--- src/rtl/sbc_pkg.sv ---
package sbc_pkg;

  typedef enum logic [2:0] {
    ST_IDLE   = 3'd0,
    ST_READ   = 3'd1,
    ST_WSETUP = 3'd2,
    ST_WPULSE = 3'd3,
    ST_WHOLD  = 3'd4
  } sbc_state_e;

  typedef struct packed {
    logic ce_n;
    logic ce2;
    logic oe_n;
    logic we_n;
    logic dq_oe;
  } sbc_pins_t;

  function automatic int unsigned sbc_max4(int unsigned a, int unsigned b,
                                           int unsigned c, int unsigned d);
    int unsigned m;
    m = a;
    if (b > m) m = b;
    if (c > m) m = c;
    if (d > m) m = d;
    return m;
  endfunction

endpackage

--- src/rtl/sbc_phase_timer.sv ---
module sbc_phase_timer #(
  parameter int unsigned CNT_W = 4
) (
  input  logic             clk,
  input  logic             rst_n,
  input  logic             load,
  input  logic [CNT_W-1:0] load_val,
  output logic             expired
);

  logic [CNT_W-1:0] cnt_q;
  logic [CNT_W-1:0] cnt_d;
  logic             cnt_en;

  always_comb begin
    cnt_en = load || (cnt_q != '0);
    cnt_d  = load ? load_val : (cnt_q - 1'b1);
  end

  always_ff @(posedge clk or negedge rst_n) begin
    if (!rst_n) begin
      cnt_q <= '0;
    end else if (cnt_en) begin
      cnt_q <= cnt_d;
    end
  end

  assign expired = (cnt_q == '0);

  AST_TIMER_HOLDS_AT_ZERO: assert property (@(posedge clk) disable iff (!rst_n)
    (!load && cnt_q == '0) |=> (cnt_q == '0));

endmodule

--- src/rtl/sbc_lanes.sv ---
module sbc_lanes #(
  parameter int unsigned LANES = 4
) (
  input  logic               strobe_on,
  input  logic [LANES-1:0]   strobe_mask,
  input  logic [LANES-1:0]   rd_mask,
  input  logic [8*LANES-1:0] dq_in,
  output logic [LANES-1:0]   bw_n,
  output logic [8*LANES-1:0] rd_word
);

  for (genvar g = 0; g < LANES; g++) begin : g_lane
    assign bw_n[g]             = ~(strobe_on & strobe_mask[g]);
    assign rd_word[8*g +: 8]   = rd_mask[g] ? dq_in[8*g +: 8] : 8'h00;
  end

endmodule

--- src/rtl/sram_byte_ctrl.sv ---
module sram_byte_ctrl
  import sbc_pkg::*;
#(
  parameter int unsigned ADDR_W   = 18,
  parameter int unsigned DATA_W   = 32,
  parameter int unsigned RD_CYC   = 2,
  parameter int unsigned TURN_CYC = 1,
  parameter int unsigned WE_CYC   = 2,
  parameter int unsigned HOLD_CYC = 1
) (
  input  logic                clk,
  input  logic                rst_n,
  input  logic                req_valid,
  output logic                req_ready,
  input  logic                req_write,
  input  logic [ADDR_W-1:0]   req_addr,
  input  logic [DATA_W-1:0]   req_wdata,
  input  logic [DATA_W/8-1:0] req_mask,
  output logic                rsp_valid,
  output logic [DATA_W-1:0]   rsp_rdata,
  output logic                mem_ce_n,
  output logic                mem_ce2,
  output logic                mem_oe_n,
  output logic                mem_we_n,
  output logic [DATA_W/8-1:0] mem_bw_n,
  output logic [ADDR_W-1:0]   mem_addr,
  output logic [DATA_W-1:0]   mem_dq_out,
  output logic                mem_dq_oe,
  input  logic [DATA_W-1:0]   mem_dq_in
);

  localparam int unsigned LANES = DATA_W / 8;
  localparam int unsigned MAXC  = sbc_max4(RD_CYC, TURN_CYC, WE_CYC, HOLD_CYC);
  localparam int unsigned CNT_W = $clog2(MAXC + 1);

  localparam logic [CNT_W-1:0] LD_RD   = CNT_W'(RD_CYC - 1);
  localparam logic [CNT_W-1:0] LD_TURN = CNT_W'(TURN_CYC - 1);
  localparam logic [CNT_W-1:0] LD_WE   = CNT_W'(WE_CYC - 1);
  localparam logic [CNT_W-1:0] LD_HOLD = CNT_W'(HOLD_CYC - 1);

  // ---------------- state and latched request ----------------
  sbc_state_e          state_q, state_d;
  logic [ADDR_W-1:0]   addr_q;
  logic [DATA_W-1:0]   wdata_q;
  logic [LANES-1:0]    mask_q;
  logic                accept;
  logic                capture;
  logic                tmr_load;
  logic [CNT_W-1:0]    tmr_val;
  logic                tmr_done;

  // next-cycle request view, used to form registered pin values
  logic [ADDR_W-1:0]   addr_nx;
  logic [DATA_W-1:0]   wdata_nx;
  logic [LANES-1:0]    mask_nx;

  sbc_pins_t           pins_q, pins_d;
  logic [LANES-1:0]    bw_n_q, bw_n_d;
  logic [ADDR_W-1:0]   maddr_q;
  logic [DATA_W-1:0]   dq_out_q;
  logic                rsp_valid_q;
  logic [DATA_W-1:0]   rsp_rdata_q;
  logic [DATA_W-1:0]   rd_word;
  logic                strobe_on;

  assign accept = req_valid && (state_q == ST_IDLE);

  sbc_phase_timer #(.CNT_W(CNT_W)) u_timer (
    .clk      (clk),
    .rst_n    (rst_n),
    .load     (tmr_load),
    .load_val (tmr_val),
    .expired  (tmr_done)
  );

  // next-state logic
  always_comb begin
    state_d  = state_q;
    tmr_load = 1'b0;
    tmr_val  = '0;
    capture  = 1'b0;
    unique case (state_q)
      ST_IDLE: begin
        if (accept) begin
          tmr_load = 1'b1;
          if (req_write) begin
            state_d = ST_WSETUP;
            tmr_val = LD_TURN;
          end else begin
            state_d = ST_READ;
            tmr_val = LD_RD;
          end
        end
      end
      ST_READ: begin
        if (tmr_done) begin
          state_d = ST_IDLE;
          capture = 1'b1;
        end
      end
      ST_WSETUP: begin
        if (tmr_done) begin
          state_d  = ST_WPULSE;
          tmr_load = 1'b1;
          tmr_val  = LD_WE;
        end
      end
      ST_WPULSE: begin
        if (tmr_done) begin
          state_d  = ST_WHOLD;
          tmr_load = 1'b1;
          tmr_val  = LD_HOLD;
        end
      end
      ST_WHOLD: begin
        if (tmr_done) begin
          state_d = ST_IDLE;
        end
      end
      default: begin
        state_d = ST_IDLE;
      end
    endcase
  end

  always_comb begin
    addr_nx  = accept ? req_addr  : addr_q;
    wdata_nx = accept ? req_wdata : wdata_q;
    mask_nx  = accept ? req_mask  : mask_q;
  end

  // pin values for the next cycle, decoded from the next state
  always_comb begin
    pins_d.ce_n  = (state_d == ST_IDLE);
    pins_d.ce2   = (state_d != ST_IDLE);
    pins_d.oe_n  = (state_d != ST_READ);
    pins_d.we_n  = (state_d != ST_WPULSE);
    pins_d.dq_oe = (state_d == ST_WPULSE) || (state_d == ST_WHOLD);
    strobe_on    = (state_d != ST_IDLE);
  end

  sbc_lanes #(.LANES(LANES)) u_lanes (
    .strobe_on   (strobe_on),
    .strobe_mask (mask_nx),
    .rd_mask     (mask_q),
    .dq_in       (mem_dq_in),
    .bw_n        (bw_n_d),
    .rd_word     (rd_word)
  );

  // registers
  always_ff @(posedge clk or negedge rst_n) begin
    if (!rst_n) begin
      state_q <= ST_IDLE;
    end else begin
      state_q <= state_d;
    end
  end

  always_ff @(posedge clk or negedge rst_n) begin
    if (!rst_n) begin
      addr_q  <= '0;
      wdata_q <= '0;
      mask_q  <= '0;
    end else if (accept) begin
      addr_q  <= req_addr;
      wdata_q <= req_wdata;
      mask_q  <= req_mask;
    end
  end

  always_ff @(posedge clk or negedge rst_n) begin
    if (!rst_n) begin
      pins_q   <= '{ce_n: 1'b1, ce2: 1'b0, oe_n: 1'b1, we_n: 1'b1, dq_oe: 1'b0};
      bw_n_q   <= '1;
      maddr_q  <= '0;
      dq_out_q <= '0;
    end else begin
      pins_q   <= pins_d;
      bw_n_q   <= bw_n_d;
      maddr_q  <= addr_nx;
      dq_out_q <= wdata_nx;
    end
  end

  always_ff @(posedge clk or negedge rst_n) begin
    if (!rst_n) begin
      rsp_valid_q <= 1'b0;
    end else begin
      rsp_valid_q <= capture;
    end
  end

  always_ff @(posedge clk or negedge rst_n) begin
    if (!rst_n) begin
      rsp_rdata_q <= '0;
    end else if (capture) begin
      rsp_rdata_q <= rd_word;
    end
  end

  assign req_ready  = (state_q == ST_IDLE);
  assign rsp_valid  = rsp_valid_q;
  assign rsp_rdata  = rsp_rdata_q;
  assign mem_ce_n   = pins_q.ce_n;
  assign mem_ce2    = pins_q.ce2;
  assign mem_oe_n   = pins_q.oe_n;
  assign mem_we_n   = pins_q.we_n;
  assign mem_dq_oe  = pins_q.dq_oe;
  assign mem_bw_n   = bw_n_q;
  assign mem_addr   = maddr_q;
  assign mem_dq_out = dq_out_q;

  // ---------------- assertions ----------------
  logic [CNT_W:0] we_low_cnt;
  always_ff @(posedge clk or negedge rst_n) begin
    if (!rst_n) begin
      we_low_cnt <= '0;
    end else if (!mem_we_n) begin
      we_low_cnt <= we_low_cnt + 1'b1;
    end else begin
      we_low_cnt <= '0;
    end
  end

  AST_IDLE_WHEN_READY: assert property (@(posedge clk) disable iff (!rst_n)
    req_ready |-> (mem_ce_n && !mem_ce2 && mem_we_n && !mem_dq_oe));
  AST_NO_BUS_FIGHT: assert property (@(posedge clk) disable iff (!rst_n)
    mem_dq_oe |-> mem_oe_n);
  AST_OE_OFF_IN_WRITE: assert property (@(posedge clk) disable iff (!rst_n)
    !mem_we_n |-> (mem_oe_n && mem_dq_oe));
  AST_WE_INSIDE_SELECT: assert property (@(posedge clk) disable iff (!rst_n)
    !mem_we_n |-> (!mem_ce_n && mem_ce2));
  AST_WE_ENDS_WRITE: assert property (@(posedge clk) disable iff (!rst_n)
    $rose(mem_ce_n) |-> $past(mem_we_n));
  AST_ADDR_STEADY: assert property (@(posedge clk) disable iff (!rst_n)
    (!mem_ce_n && $past(!mem_ce_n)) |-> ($stable(mem_addr) && $stable(mem_bw_n)));
  AST_WE_PULSE_LEN: assert property (@(posedge clk) disable iff (!rst_n)
    $rose(mem_we_n) |-> (we_low_cnt == (CNT_W+1)'(WE_CYC)));
  AST_RSP_ONE_CYCLE: assert property (@(posedge clk) disable iff (!rst_n)
    rsp_valid |=> !rsp_valid);
  AST_BUSY_NO_ACCEPT: assert property (@(posedge clk) disable iff (!rst_n)
    (!req_ready && !mem_ce_n) |=> $stable(mem_addr) || mem_ce_n);

endmodule

--- config.mk ---
export PLATFORM = sky130hd
export DESIGN_NAME = sram_byte_ctrl
export DESIGN_NICKNAME = d
export VERILOG_FILES = /design/src/rtl/sbc_pkg.sv /design/src/rtl/sbc_phase_timer.sv /design/src/rtl/sbc_lanes.sv /design/src/rtl/sram_byte_ctrl.sv
export SDC_FILE = /design/constraint.sdc
export NUM_CORES = 1
export LEC_CHECK = 0
export BUFFER_PORTS_ARGS = -buffer_cell sky130_fd_sc_hd__clkbuf_2
export CAP_MARGIN = 25
export CORE_MARGIN = 2
export CORE_UTILIZATION = 46
export CTS_BUF_LIST = sky130_fd_sc_hd__clkbuf_4
export CTS_CLUSTER_DIAMETER = 100
export DETAILED_ROUTE_END_ITERATION = 10
export HOLD_SLACK_MARGIN = 0.08
export PLACE_DENSITY_LB_ADDON = 0.08
export REMOVE_ABC_BUFFERS = 1
export SYNTH_ARGS = -nofsm -noshare
export SYNTH_HDL_FRONTEND = slang
export SYNTH_SLANG_ARGS = --single-unit
--- constraint.sdc ---
create_clock -name clk -period 2.2 [get_ports clk]
set_clock_uncertainty 0.1 [all_clocks]
set_input_delay 0.22 -clock clk [delete_from_list [all_inputs] [get_ports clk]]
set_output_delay 0.22 -clock clk [all_outputs]
set_load 0.05 [all_outputs]
# == After elaboration in Yosys (flattened, before gate mapping) ==
# Index checks and enable logic that the tools add are counted.
# Widths: inputs -> output; s select.
# classes
n_addsub,1
n_eq_ne,8
n_mux,20
n_bitwise,8
n_reduce_logical,10
# op_table
cell,count
$mux 8,4
$mux 3,4
$pmux 3 s4,1
$eq 3x2->1 const B,3
$eq 3x3->1 const B,2
$logic_not 3->1,2
$mux 1,6
$and 1x1->1,4
$mux 2,2
$mux 4,1
$not 1->1,4
$pmux 1 s2,2
$reduce_or 2->1,2
$eq 3x1->1 const B,1
$ne 3x1->1 const B,1
$ne 3x2->1 const B,1
$reduce_bool 3->1,1
$logic_not 2->1,1
$logic_or 1x1->1,2
$reduce_bool 2->1,1
$sub 2x1->2 const B,1
$logic_and 1x1->1,1
# totals
reg_bits,101
in_bits,90
output_inout_bits,93
word_cells,60

# == Logic depth before layout (Yosys ltp) ==
# depth
depth_word,7
depth_mapped,7
depth_no_buf,5

# == By module ==
# From an unflattened synthesis, not the netlist that was laid out.
# unflattened
cells_unflattened,278
hier_area_um2,4344.2
# modules_own_cells
module,n_inst,cells_per_inst,area_per_inst_um2,seq_area_each_um2
sram_byte_ctrl,1,230,4015.1,2486.1
sbc_lanes,1,36,215.2,0.0
sbc_phase_timer,1,12,113.9,50.0

# == Worst setup path after synthesis ==
# No wires, ideal clock.
# synth_path
path_kind,register to output
start,register state_q[0]
end,output req_ready
t_arrival_ns,1.634
required_time_ns,1.880
slack_ns,0.246
stages_incl_launch_ff,3
path_buffers,1
cell_sequence,dfrtp_1 -> buf_6 -> nor3_1
# synth_via
elab_chain_len,1
# synth_lines
element,line_no,rtl
"start, declared",sram_byte_ctrl.sv:42,"sbc_state_e state_q, state_d;"
"start signal, assigned",sram_byte_ctrl.sv:156,state_q <= state_d;
$logic_not 3->1,sram_byte_ctrl.sv:202,assign req_ready = (state_q == ST_IDLE);
"end, declared",sram_byte_ctrl.sv:14,"output logic req_ready,"
# No other way between the ends.

# == Final worst setup path ==
# layout_path
start,register state_q[0]
end,"register maddr_q[1], in the netlist mem_addr[1]"
# layout_via
elab_chain_len,2
# layout_lines
element,line_no,rtl
$logic_not 3->1,sram_byte_ctrl.sv:66,assign accept = req_valid && (state_q == ST_IDLE);
$logic_and 1x1->1,sram_byte_ctrl.sv:66,
"end signal, assigned",sram_byte_ctrl.sv:181,maddr_q <= addr_nx;
"end, declared",sram_byte_ctrl.sv:59,logic [ADDR_W-1:0] maddr_q;
# No other way between the ends.
# A chain may end at the register's enable or synchronous reset.

==> flow_results.org <==
** Status
- The run finished with clean final reports.

** Setup path
- The kind of cell with the highest combined delay along the critical path is flip-flops.
- On the worst path, the slowest cell contributes a delay of between 0.5 and 0.6 ns.
- CP Launch Type :: flip-flop
- Worst R2R Setup Slack :: between 0.3 and 0.4 ns
- Number of cells traversed by the worst register-to-register path :: 3
- By startpoint and endpoint, the worst setup path is classified as reg -> reg.
- Cell with the largest stage delay on the worst path :: dfrtp_1
- For the worst setup path, the data required time is 2.43 ns.
- Endpoint type of the worst setup path :: flip-flop
- The critical path goes through nor4b_4 > buf_4 > mux2_1.
- Along the worst path, the maximum fanout reaches 23.
- Endpoint of the worst register-to-register path :: mem_addr[1]
- The worst register-to-register path begins at state_q[0].
- Critical path data arrival time :: 2.11 ns
- Together, buffers and inverters on the worst path number 1.

** Yosys
- Number of instances in the synthesized netlist :: 315
- Cell area after technology mapping :: 3950 um2
- Mean instance size in the synthesized netlist :: 12.5 um2
- After synthesis, flip-flops and latches occupy 64.3% of the total area.
- The synthesized design contains 101 register bits.
- Number of warnings printed during yosys synthesis :: 0
- The synthesized netlist contains 31 unique library cells.

** CTS
- TritonCTS built the clock tree.
- Clock buffer count from CTS :: 9
- The tree is rooted in a clkbuf_4.
- Number of gates given a new drive strength after cts :: 0
- Clock sink total :: 101
- The clock tree synthesis step divided the H-tree into 3 levels.
- Clk pin slew, worst setup/hold paths :: 0.16 ns
- Maximum buffer depth of the clock tree :: 2
- Clock latency on the worst-skew pair :: 0.43 ns

** Timing
- Setup violations remaining at the end of the flow were counted as 0.
- Hold Violations, Final :: 0
- Slew at the pin closest to its max-slew limit :: 0.480 ns
- The worst path uses 85.5% of the clock period.
- Fmax :: between 500 and 600 MHz
- The final-report max-slew violation count came to 0.
- Measured against its own limit, the worst slew margin works out to 68.0%.
- Final period demand of the worst path :: around 1.9 ns
- Unrepaired setup endpoints after global routing :: false

** Global route
- The number of global-route vias before repair was about 3400.
- Overall overflow remaining after global route :: 0
- The initial antenna violation count came to 0.
- Global routing used 26.3% of the available met1 tracks.
- The first global-routing pass estimated 16200 um of wire.
- GR Util met3 :: 5.49%
- Across every metal layer, demand over resource in global routing totals 21.6%.
- Entering global routing, the biggest net connects 41 pins.
- Met2 layer usage reported by global route :: between 30% and 40%
- After global routing, the most crowded layer is met2.

** Power and ir drop
- Dividing total power by cell area gives a power density of roughly 1600 nW/um2.
- Net switching component of the power :: roughly 0.0050 W
- Static Leakage :: 2.98 nW
- IR analysis of the VDD net gives a maximum drop of 998 uV.
- Internal Pwr Total :: 0.00432 W
- Power comes to approximately 0.0093 W.
- Clock network power share :: 9.5%
- Of the total power, the share spent switching nets is 53.5%.
- Combinational logic burns between 50% and 60% of the power.
- Of the total power, registers draw 35.2%.

** Place
- Once detailed placement completed, the half-perimeter wirelength came to between 6000 and 7000 um.
- Placed Cells incl. Taps :: approximately 600
- Port buffering added 182 buffers.
- At the end of routability-driven placement, the weighted congestion stood at 0.756.

** Final layout
- Final layout net count :: 673
- From synthesis to final layout, the design area changed by 50.9%.
- For this run, the share of the core covered by cells in the final layout is 72.1%.
- Diodes inserted :: 0
- Share of post-route cells with drive strength above 1 :: between 30% and 40%
- Post-route non-filler standard cell count :: 692

** Floorplan
- Number of placement rows :: 33
- After floorplanning, the core was sized to cover 8260 um2.
- Initial core utilization :: 47.8%
- In this run the count of I/O pins placed on the die edge is 183.
- DIE HEIGHT :: 96.6 um
- Die area :: approximately 9300 um2
- The die is 96.6 um wide.

** Drt
- Number of design-rule violations left by the first detailed-router iteration :: between 60 and 70
- Wire length per cell after detailed routing :: 14.0 um
- The final layout contains routed wiring with a total length of 9690 um.
- First drt pass iteration count :: 4
- DR vias/cell :: 4.68
- Count of nets left with antenna violations after detail routing :: 0
- Via total after detailed routing :: about 3200
- After detailed routing, the number of remaining DRC violations is 0.

** Job
- Maxcap violations :: 0

** Min path
- Worst hold path class :: in -> async
-- per-stage QoR --
| step | hold slack, ns | setup WS [ns] | cell area, um2 | setup TNS (ns) |
|---|---|---|---|---|
| after floorplan | -0.176 | -0.895 | 3820 | -64.78 |
| after global placement | 0.106 | 0.360 | 4940 | 0 |
| after detailed placement | 0.111 | 0.320 | 4940 | 0 |
| after CTS | 0.153 | 0.279 | 5950 | 0 |
| after global routing | 0.155 | 0.213 | 5950 | 0 |
| final | 0.144 | 0.318 | 5950 | 0 |
-- worst reg2reg max path, stage by stage (launching register included) --
cell	delay, ns
dfrtp_1	0.56
nor4b_4	0.40
buf_4	0.35
mux2_1	0.37
-- synthesized netlist by cell type --
cell | n | share of area [%]
dfrtp_1 | 94 | 60
nand2_1 | 65 | 6.2
mux2_1 | 42 | 12
o21ai_0 | 37 | 4.7
mux2_2 | 12 | 3.4
clkbuf_1 | 8 | 0.76
nor2_1 | 8 | 0.76
dfstp_2 | 7 | 4.7
buf_6 | 6 | 1.7
buf_1 | 4 | 0.38
inv_1 | 4 | 0.38
o21ai_1 | 4 | 0.51
buf_2 | 3 | 0.38
nand2b_1 | 3 | 0.48
a21oi_1 | 2 | 0.25
a211o_1 | 1 | 0.22
a2bb2oi_1 | 1 | 0.22
a31oi_1 | 1 | 0.16
and2_1 | 1 | 0.16
ha_1 | 1 | 0.32
nand4bb_1 | 1 | 0.29
nor2b_1 | 1 | 0.16
nor3_1 | 1 | 0.13
nor3b_1 | 1 | 0.19
nor4b_4 | 1 | 0.60
o21ai_2 | 1 | 0.22
o21ba_2 | 1 | 0.25
o21bai_1 | 1 | 0.19
or2_1 | 1 | 0.16
or3b_1 | 1 | 0.22
or4b_4 | 1 | 0.35
-- final cells by class --
| class | instances | area, um2 |
|---|---|---|
| well taps | 105 | 131 |
| fillers | 609 | 2300 |
| inverters | 4 | 15.0 |
| clock inverters | 7 | 56.3 |
| multi-input cells | 189 | 1270 |
| repair buffers | 277 | 1870 |
| flip-flops and latches | 101 | 2540 |
| clock buffers | 9 | 67.6 |
-- cells by family (layout without fill, tap and decap cells) --
| kind of cell | count (synthesis) | in the layout | synth area share [%] |
|---|---|---|---|
| muxes | 54 | 54 | 15.4 |
| buffers and inverters | 25 | 297 | 3.61 |
| and+or+nand+nor | 85 | 85 | 9.67 |
| adders and majority gates | 1 | 1 | 0.317 |
| DFF | 101 | 101 | 64.3 |
| AOI/OAI and AO/OA | 49 | 49 | 6.72 |
-- per-layer routing --
| metal | up-vias | wire [um] |
|---|---|---|
| li1 | 1587 | - |
| met1 | 1508 | 4080 |
| met2 | 123 | 4750 |
| met3 | 22 | 582 |
| met4 | 0 | 278 |
| met5 | - | 0 |
-- layout by cell type, fill, tap and decap left out, drive strengths merged, types with 2 or more instances in the layout --
cell,n
nor2,8
mux2,54
dfstp,7
inv,8
dlygate4sd3,89
dfrtp,94
nand2,65
buf,7
o21ai,42
a21oi,2
clkinv,3
nand2b,3
clkbuf,190
-- power groups by stage --
stage	clock network (W)	registers [W]	logic, W
6_report	0.000887	0.00327	0.00514
5_1_grt	0.00101	0.00339	0.00544
4_1_cts	0.000934	0.00325	0.00516
3_5_place_dp	0	0.00329	0.00503
3_3_place_gp	0	0.00326	0.00497
2_1_floorplan	0	0.00587	0.00116
-- what timing repair did --
action	CTS	global route
hold buffers	89	0
hold endpoints to repair	159	0
buffers inserted	0	0
-- worst max path at each step --
stage	start	to	cells after the start
6_report	state_q[0]	mem_addr[1]	3
5_1_grt	state_q[0]	mem_addr[1]	3
4_1_cts	state_q[0]	req_ready	2
3_5_place_dp	state_q[0]	mem_addr[12]	3
3_3_place_gp	state_q[0]	mem_dq_out[15]	3
2_1_floorplan	state_q[0]	mem_dq_out[10]	2
-- flip-flops by register name, indices dropped and copies added, names as in the netlist --
name	count
rsp_rdata	32
mem_we_n	1
mem_dq_out	32
rsp_valid	1
mem_dq_oe	1
mem_ce_n	1
mem_oe_n	1
mem_addr	18
state_q	3
mask_q	4
mem_bw_n	4
mem_ce2	1
u_timer.cnt_q	2
Note: power is estimated with default switching activity, not from simulation.
